<file path="config.mk">
export PLATFORM = sky130hd
export DESIGN_NAME = gspwm_top
export DESIGN_NICKNAME = d
export VERILOG_FILES = /design/src/rtl/gspwm_pkg.sv /design/src/rtl/gspwm_edge_dly.sv /design/src/rtl/gspwm_release_seq.sv /design/src/rtl/gspwm_prescale.sv /design/src/rtl/gspwm_counter.sv /design/src/rtl/gspwm_channels.sv /design/src/rtl/gspwm_top.sv
export SDC_FILE = /design/constraint.sdc
export NUM_CORES = 1
export LEC_CHECK = 0
export ABC_AREA = 1
export BUFFER_PORTS_ARGS = -buffer_cell sky130_fd_sc_hd__buf_4
export CORE_ASPECT_RATIO = 0.6
export CORE_MARGIN = 3
export CORE_UTILIZATION = 30
export CTS_BUF_LIST = sky130_fd_sc_hd__clkbuf_8
export DETAILED_ROUTE_END_ITERATION = 8
export PLACE_DENSITY = 0.51
export SLEW_MARGIN = 20
export SYNTH_ARGS = -nofsm -noshare
export SYNTH_HDL_FRONTEND = slang
export SYNTH_SLANG_ARGS = --single-unit
</file>
<file path="constraint.sdc">
create_clock -name clk -period 2.4 [get_ports clk]
set_clock_uncertainty 0.05 [all_clocks]
set_input_delay 0.36 -clock clk [delete_from_list [all_inputs] [get_ports clk]]
set_output_delay 0.36 -clock clk [all_outputs]
set_load 0.05 [all_outputs]
</file>
<file path="src/rtl/gspwm_pkg.sv">
package gspwm_pkg;

  localparam int GSP_DATA_W   = 16;
  localparam int GSP_NARROW_W = 8;
  localparam int GSP_CODE_W   = 5;
  localparam int GSP_DIV_W    = GSP_CODE_W + 1;

  localparam logic [GSP_DIV_W-1:0] CODE_SPAN = GSP_DIV_W'(1 << GSP_CODE_W);

  typedef enum logic [1:0] {
    SEQ_BLANK     = 2'd0,
    SEQ_WAIT_RISE = 2'd1,
    SEQ_WAIT_FALL = 2'd2,
    SEQ_RUN       = 2'd3
  } seq_state_t;

  // Number of grayscale rises per count tick.
  function automatic logic [GSP_DIV_W-1:0] div_ratio(input logic en,
                                                     input logic [GSP_CODE_W-1:0] code);
    return en ? (CODE_SPAN - {1'b0, code}) : GSP_DIV_W'(1);
  endfunction

  // Saturation value of the brightness count.
  function automatic logic [GSP_DATA_W-1:0] full_scale(input logic wide);
    return wide ? {GSP_DATA_W{1'b1}}
                : {{(GSP_DATA_W-GSP_NARROW_W){1'b0}}, {GSP_NARROW_W{1'b1}}};
  endfunction

  // Effective word of a channel for the selected width.
  function automatic logic [GSP_DATA_W-1:0] word_view(input logic [GSP_DATA_W-1:0] raw,
                                                      input logic wide);
    return wide ? raw : {{(GSP_DATA_W-GSP_NARROW_W){1'b0}}, raw[GSP_NARROW_W-1:0]};
  endfunction

  function automatic logic lit_now(input logic [GSP_DATA_W-1:0] count,
                                   input logic [GSP_DATA_W-1:0] word);
    return count < word;
  endfunction

endpackage

</file>
<file path="src/rtl/gspwm_edge_dly.sv">
module gspwm_edge_dly (
  input  logic clk,
  input  logic rst_n,
  input  logic gs_clk,
  input  logic blank,
  output logic gs_clk_dly,
  output logic blank_dly,
  output logic gs_rise,
  output logic gs_fall
);

  logic primed;

  always_ff @(posedge clk or negedge rst_n) begin
    if (!rst_n) begin
      gs_clk_dly <= 1'b0;
      blank_dly  <= 1'b0;
      primed     <= 1'b0;
    end else begin
      gs_clk_dly <= gs_clk;
      blank_dly  <= blank;
      primed     <= 1'b1;
    end
  end

  assign gs_rise = gs_clk & ~gs_clk_dly;
  assign gs_fall = ~gs_clk & gs_clk_dly;


  blank_copy_chk: assert property (@(posedge clk) disable iff (!rst_n)
    primed |-> (blank_dly == $past(blank)));


  gs_copy_chk: assert property (@(posedge clk) disable iff (!rst_n)
    primed |-> (gs_clk_dly == $past(gs_clk)));

endmodule

</file>
<file path="src/rtl/gspwm_release_seq.sv">
module gspwm_release_seq
  import gspwm_pkg::*;
(
  input  logic clk,
  input  logic rst_n,
  input  logic blank,
  input  logic gs_rise,
  input  logic gs_fall,
  output logic run,
  output logic start
);

  seq_state_t state, state_nx;

  always_comb begin
    state_nx = state;
    if (blank) begin
      state_nx = SEQ_BLANK;
    end else begin
      unique case (state)
        SEQ_BLANK:     state_nx = SEQ_WAIT_RISE;
        SEQ_WAIT_RISE: if (gs_rise) state_nx = SEQ_WAIT_FALL;
        SEQ_WAIT_FALL: if (gs_fall) state_nx = SEQ_RUN;
        SEQ_RUN:       state_nx = SEQ_RUN;
        default:       state_nx = SEQ_BLANK;
      endcase
    end
  end

  always_ff @(posedge clk or negedge rst_n) begin
    if (!rst_n) state <= SEQ_BLANK;
    else        state <= state_nx;
  end

  assign run   = (state == SEQ_RUN);
  assign start = (state == SEQ_WAIT_FALL) & gs_fall & ~blank;


  rel_order_chk: assert property (@(posedge clk) disable iff (!rst_n)
    $rose(run) |-> ($past(state) == SEQ_WAIT_FALL));


  blank_stop_chk: assert property (@(posedge clk) disable iff (!rst_n)
    blank |=> !run);

endmodule

</file>
<file path="src/rtl/gspwm_prescale.sv">
module gspwm_prescale
  import gspwm_pkg::*;
(
  input  logic                 clk,
  input  logic                 rst_n,
  input  logic                 run,
  input  logic                 start,
  input  logic                 gs_rise,
  input  logic [GSP_DIV_W-1:0] div,
  output logic                 tick
);

  logic [GSP_DIV_W-1:0] pre_cnt;
  logic                 at_last;

  assign at_last = (pre_cnt >= (div - GSP_DIV_W'(1)));
  assign tick    = run & gs_rise & at_last;

  always_ff @(posedge clk or negedge rst_n) begin
    if (!rst_n) begin
      pre_cnt <= '0;
    end else if (start || !run) begin
      pre_cnt <= '0;
    end else if (gs_rise) begin
      pre_cnt <= at_last ? '0 : pre_cnt + GSP_DIV_W'(1);
    end
  end


  unity_div_chk: assert property (@(posedge clk) disable iff (!rst_n)
    (run && gs_rise && div == GSP_DIV_W'(1)) |-> tick);


  tick_on_rise_chk: assert property (@(posedge clk) disable iff (!rst_n)
    tick |-> (gs_rise && run));

endmodule

</file>
<file path="src/rtl/gspwm_counter.sv">
module gspwm_counter
  import gspwm_pkg::*;
(
  input  logic                  clk,
  input  logic                  rst_n,
  input  logic                  start,
  input  logic                  tick,
  input  logic                  wide,
  output logic [GSP_DATA_W-1:0] count
);

  logic at_full;

  assign at_full = (count >= full_scale(wide));

  always_ff @(posedge clk or negedge rst_n) begin
    if (!rst_n) begin
      count <= '0;
    end else if (start) begin
      count <= '0;
    end else if (tick && !at_full) begin
      count <= count + GSP_DATA_W'(1);
    end
  end


  no_overflow_chk: assert property (@(posedge clk) disable iff (!rst_n)
    (tick && !start && at_full) |=> $stable(count));


  step_one_chk: assert property (@(posedge clk) disable iff (!rst_n)
    (tick && !start && !at_full) |=> (count == $past(count) + GSP_DATA_W'(1)));

endmodule

</file>
<file path="src/rtl/gspwm_channels.sv">
module gspwm_channels
  import gspwm_pkg::*;
#(
  parameter int NUM_CH = 16
) (
  input  logic                         clk,
  input  logic                         rst_n,
  input  logic                         run,
  input  logic                         blank,
  input  logic                         wide,
  input  logic [GSP_DATA_W-1:0]        count,
  input  logic [NUM_CH*GSP_DATA_W-1:0] data,
  output logic [NUM_CH-1:0]            lit
);

  for (genvar i = 0; i < NUM_CH; i++) begin : g_ch
    logic [GSP_DATA_W-1:0] word;
    assign word   = word_view(data[i*GSP_DATA_W +: GSP_DATA_W], wide);
    assign lit[i] = run & ~blank & lit_now(count, word);


    zero_dark_chk: assert property (@(posedge clk) disable iff (!rst_n)
      (word == '0) |-> !lit[i]);
  end

endmodule

</file>
<file path="src/rtl/gspwm_top.sv">
module gspwm_top
  import gspwm_pkg::*;
#(
  parameter int NUM_CH = 16
) (
  input  logic                         clk,
  input  logic                         rst_n,
  input  logic                         gs_clk,
  input  logic                         blank,
  input  logic                         wide_mode,
  input  logic                         bright_en,
  input  logic [GSP_CODE_W-1:0]        bright_code,
  input  logic [NUM_CH*GSP_DATA_W-1:0] gs_data,
  output logic [NUM_CH-1:0]            led_on,
  output logic                         blank_dly,
  output logic                         gs_clk_dly
);

  logic                  gs_rise_w, gs_fall_w;
  logic                  run_w, start_w, tick_w;
  logic [GSP_DIV_W-1:0]  div_w;
  logic [GSP_DATA_W-1:0] count_w;

  assign div_w = div_ratio(bright_en, bright_code);

  gspwm_edge_dly u_edge (
    .clk        (clk),
    .rst_n      (rst_n),
    .gs_clk     (gs_clk),
    .blank      (blank),
    .gs_clk_dly (gs_clk_dly),
    .blank_dly  (blank_dly),
    .gs_rise    (gs_rise_w),
    .gs_fall    (gs_fall_w)
  );

  gspwm_release_seq u_seq (
    .clk     (clk),
    .rst_n   (rst_n),
    .blank   (blank),
    .gs_rise (gs_rise_w),
    .gs_fall (gs_fall_w),
    .run     (run_w),
    .start   (start_w)
  );

  gspwm_prescale u_pre (
    .clk     (clk),
    .rst_n   (rst_n),
    .run     (run_w),
    .start   (start_w),
    .gs_rise (gs_rise_w),
    .div     (div_w),
    .tick    (tick_w)
  );

  gspwm_counter u_cnt (
    .clk   (clk),
    .rst_n (rst_n),
    .start (start_w),
    .tick  (tick_w),
    .wide  (wide_mode),
    .count (count_w)
  );

  gspwm_channels #(.NUM_CH(NUM_CH)) u_ch (
    .clk   (clk),
    .rst_n (rst_n),
    .run   (run_w),
    .blank (blank),
    .wide  (wide_mode),
    .count (count_w),
    .data  (gs_data),
    .lit   (led_on)
  );


  blank_dark_chk: assert property (@(posedge clk) disable iff (!rst_n)
    blank |-> (led_on == '0));


  restart_zero_chk: assert property (@(posedge clk) disable iff (!rst_n)
    $rose(run_w) |-> (count_w == '0));

endmodule

</file>
Word level (Yosys, flattened, before mapping):

Cells that the tools add are included.

* register bits after elaboration: 26
* output and inout bits: 18

* bitwise logic cells: 26
* equal/unequal tests: 5
* mux-type cells: 27
* reduce and logical (&&, ||, !) cells: 8
* add/subtract/negate cells: 4
* $lt $le $gt $ge: 18

Operators by type and width (count)
* $mux 16: 19
* $lt 16x16->1: 16
* $mux 6: 4
* $and 1x1->1: 23
* $add 16x1->16 const B: 1
* $ge 16x16->1: 1
* $pmux 2 s4: 1
* $add 6x1->6 const B: 1
* $ge 6x6->1: 1
* $mux 2: 3
* $ne 3x2->1 const B: 2
* $sub 6x1->6 const B: 1
* $sub 6x5->6 const A: 1
* $eq 2x2->1 const B: 2
* $reduce_bool 2->1: 2
* $not 1->1: 3
* $eq 2x1->1 const B: 1
* $logic_not 1->1: 2
* $logic_not 2->1: 1
* $reduce_and 2->1: 1
* $logic_and 1x1->1: 1
* $logic_or 1x1->1: 1

Depth between registers and ports, before layout:

* depth after elaboration: 8
* mapped depth: 18
* mapped depth without buffers: 17

Hierarchy:

Synthesis repeated with hierarchy kept, for this count alone.

* cells, all modules: 1389
* area total of the unflattened synthesis: 8654.6 sq um

Modules (own cells, without submodules)
* gspwm_channels: times used 1, cells each 1077, area each 6506.2 sq um
* gspwm_counter: times used 1, cells each 182, area each 1241.2 sq um
* gspwm_prescale: times used 1, cells each 85, area each 614.3 sq um
* gspwm_top: times used 1, cells each 22, area each 115.1 sq um
* gspwm_release_seq: times used 1, cells each 17, area each 112.6 sq um
* gspwm_edge_dly: times used 1, cells each 6, area each 65.1 sq um

Worst setup path before layout:

No wires, ideal clock.

* path kind: input to output
* start point: in wide_mode
* end point: out led_on[1]
* stages on the path: 9
* arrival time: 2.289 ns
* slack: -0.299 ns
* data required time: 1.990 ns
* buffers on the path: 2
* path through: clkbuf_1 > buf_1 > nand2_1 > ha_1 > a21oi_1 > o21ai_0 > a21oi_1 > nand2_1 > nor2_1

* word-level cells in the longest chain between the ends: 3

Ends and longest elaborated chain
* from (decl): RTL line gspwm_top.sv:10 `input logic wide_mode,`
* $mux 16: RTL line gspwm_pkg.sv:32 `return wide ? raw : {{(GSP_DATA_W-GSP_NARROW_W){1'b0}}, raw[GSP_NARROW_W-1:0]};`
* $lt 16x16->1: RTL line gspwm_pkg.sv:37 `return count < word;`
* $and 1x1->1: RTL line gspwm_channels.sv:19 `assign lit[i] = run & ~blank & lit_now(count, word);`
* to (decl): RTL line gspwm_top.sv:14 `output logic [NUM_CH-1:0] led_on,`

Every way passes these cells.

Worst setup path after layout:

* start point: reg u_cnt.count[3]
* end point: out led_on[7]

* word-level cells in the longest chain between the ends: 2

Ends and longest elaborated chain
* from (decl): RTL line gspwm_counter.sv:9 `output logic [GSP_DATA_W-1:0] count`
* from (signal assigned): RTL line gspwm_counter.sv:22 `count <= count + GSP_DATA_W'(1);`
* $lt 16x16->1: RTL line gspwm_pkg.sv:37
* $and 1x1->1: RTL line gspwm_channels.sv:19

Every way passes these cells.

==> run metrics <==
outcome complete, but fails checks; failing checks negative setup slack; post-synth cell types 31; Synth Register Bits 26; TritonCTS Sinks 26; post-synthesis sequential area ratio 7.77%; Ports 285; Leak 7.27 nW; CORE AREA 26900 sq um; Pre-antenna DRT Iters 5; final slew viol count 0; Hold Violations, Final 0; first-pass GRT wire length 46.4 mm; PwrDens 152 nW/um^2; CP dominant cell by count nand2_1; main combinational cell family by area after synthesis adder cells; Syn Std Cell Area 8370 sq um; TritonCTS clock tree yes; Nets 2195; Async SR Flop Fraction 100%; WL per Instance 15.1 um; slowest CP cell dfrtp_2; Hold Path End u_edge.gs_clk_dly$_DFF_PN0_; Max clock buf depth 2; Post-synth EDFFs 0; setup violators final 11; crit end category output port; total congestion overflow 0; RSZ-0062 raised after global routing true; Post-DRT Antenna Nets 0; DRC errors left 0; mux share of post-synthesis cell area 0%; H-tree depth 1; Synth Area in Compound Gates 9.51%; Worst Slack Setup Final -0.0952 ns; Avg Vias per Cell 4.64; vias in the first global route 9082; CTS root buf clkbuf_8; worst hold start gs_clk; Starting DRT DRC Count 356; cell count after synthesis 1352; Crit path arrival time 2.09 ns; fin cells 2031; critical path class register to output port; Hold Path Class input port to register; hold path depth 1; Tightest Pin Transition 0.364 ns; P&R area growth vs syn 48.1%; R2R depth 12; fin crit share 104%; FP Rows 46; reg-to-reg setup timing slack 0.44 ns; Placed Cells 2012; Filler cells 2843; fmax 401 MHz; input/output buffers 284; DRT Wirelength 30.6 mm; RD Place Congestion 0.860; critical-path cell list buf_12, ha_1, a21oi_2, nand2_1, nand2_1, nand2_1, nand2_1, nand2_1, nor2_4, buf_8; most frequent cells in the layout nand2_1 (467), buf_4 (293), ha_1 (227); Clock Pin Slew Worst Setup and Hold Paths 0.10 ns; Worst Path Required 1.99 ns; chip height 135 um; CP peak stage delay 0.50 ns; Die ar. 30000 sq um; Max transition margin 75.7%; Reg-to-Reg End u_cnt.count[13]$_DFFE_PN0P_; R2R Path Start u_cnt.count[8]$_DFFE_PN0P_; Synth Area in Adders 38.6%; Post-Synth XOR/XNOR Area 1.67%; routed vias 9425; Initial Util 31.1%; Critical Path Fanout Max 8; CTS buffer count 3; Max Cap Violations 0; Mean Syn Cell Area 6.19 sq um; Tmin final 2.50 ns; Synth warnings 0; simple-gate share of the synthesized area 32.3%; HPWL after detailed placement 24.5 mm; Setup crit start kind register; largest net degree at the start of global routing 55; die width 222 um; ys flop type dfrtp_1; worst vdd rail ir drop 0.000329 V; initial antenna violation count 2; commonest non-fill, non-tap cell in the layout nand2_1; syn nets 1877; clk_lat worst skew 0.28 ns; total power 1.89 mW; gr usage total 19.1%; layout cells sized above 1 27.7%
cells in the mapped netlist (2+ instances only):
cell	n	share of area, %
o21ai_0	37	2.2
dfrtp_1	26	7.8
inv_2	7	0.31
nand4_1	4	0.30
clkinv_1	2	0.090
xnor2_1	5	0.52
inv_1	193	8.7
xor2_1	11	1.2
a21oi_1	117	7.0
nor2_1	97	4.3
clkbuf_1	15	0.67
nor4_1	16	1.2
ha_1	258	39
nor2_2	2	0.15
buf_2	2	0.12
nand3_1	36	2.2
nor2_4	3	0.40
nor3_1	18	1.1
nand2_1	491	22
logic make-up (layout without fill, tap and decap cells):
kind of cell,Yosys count,in the layout
flip-flops,26,26
XOR/XNOR,16,16
AO/OA/AOI/OAI,158,158
buffers and inverters,222,538
AND/OR/NAND/NOR,672,673
adder cells (fa/ha/maj),258,258
other,0,2
metal layers:
| metal | routed length (um) | vias up | track usage (%) |
|---|---|---|---|
| met4 | 578 | 0 | 3.48 |
| li1 | - | 5009 | - |
| met5 | 0 | - | 0 |
| met2 | 14100 | 193 | 33.1 |
| met1 | 14800 | 4201 | 26.2 |
| met3 | 1170 | 22 | 1.73 |
cell type report:
cell class / instances / area [sq um] / share of cell area [%]
multi-input cells: 1105 / 7590 / 61.3
repair buffers: 332 / 2860 / 23.1
inverters: 202 / 758 / 6.12
flip-flops and latches: 26 / 654 / 5.28
well taps: 360 / 450 / 3.63
clock buffers: 3 / 41.3 / 0.333
clock inverters: 1 / 30.0 / 0.242
diodes: 2 / 5.00 / 0.0404
flip-flops by register name, summed over array words and instances (netlist names):
| signal | cells |
|---|---|
| u_cnt.count | 16 |
| u_pre.pre_cnt | 6 |
| u_seq.state | 2 |
| u_edge.blank_dly | 1 |
| u_edge.gs_clk_dly | 1 |
worst max-delay path, delay by kind of cell (launching register included):
family                     cells  cell delay, ns
adders and majority gates      1            0.31
AOI/OAI and AO/OA              1            0.16
buffers and inverters          2            0.33
DFF                            1            0.50
and+or+nand+nor                6            0.50
what timing repair did:
item	CTS	global route
hold buffers	1	0
buffers inserted	4	5
gates resized for setup	49	76
endpoints found under the setup margin	19	35
pin swaps	12	20
gates cloned	0	3
hold endpoints to repair	26	0
report_power, final:
group / total [mW] / internal [mW] / leakage (nW) / switching, mW
combinational: 1.05 / 0.538 / 6.88 / 0.517
clock: 0.371 / 0.223 / 0.0357 / 0.148
sequential: 0.460 / 0.452 / 0.351 / 0.00821
how the worst max path moves through the flow:
stage | endpoint | startpoint | slack, ns
after floorplan | led_on[1] | wide_mode | -0.08
after global placement | u_cnt.count[10]$_DFFE_PN0P_ | bright_code[0] | -0.25
after detailed placement | u_cnt.count[14]$_DFFE_PN0P_ | bright_code[0] | -0.31
after CTS | led_on[7] | u_cnt.count[5]$_DFFE_PN0P_ | -0.1
after global routing | led_on[7] | u_cnt.count[3]$_DFFE_PN0P_ | -0.23
final | led_on[7] | u_cnt.count[3]$_DFFE_PN0P_ | -0.1
per-stage QoR:
stage,worst slack (ns),hold WS (ns),util (%),setup TNS (ns),area (sq um)
CTS,-0.0964,0.156,44.1,-0.634,11900
floorplan,-0.0789,0.0144,-,-0.0789,8490
global route,-0.234,0.150,46.0,-2.32,12400
finish,-0.0952,0.164,46.0,-0.496,12400
detailed placement,-0.311,0.247,42.5,-4.83,11400
global placement,-0.245,0.248,42.5,-3.77,11400
Note: power is estimated with default switching activity, not from simulation.
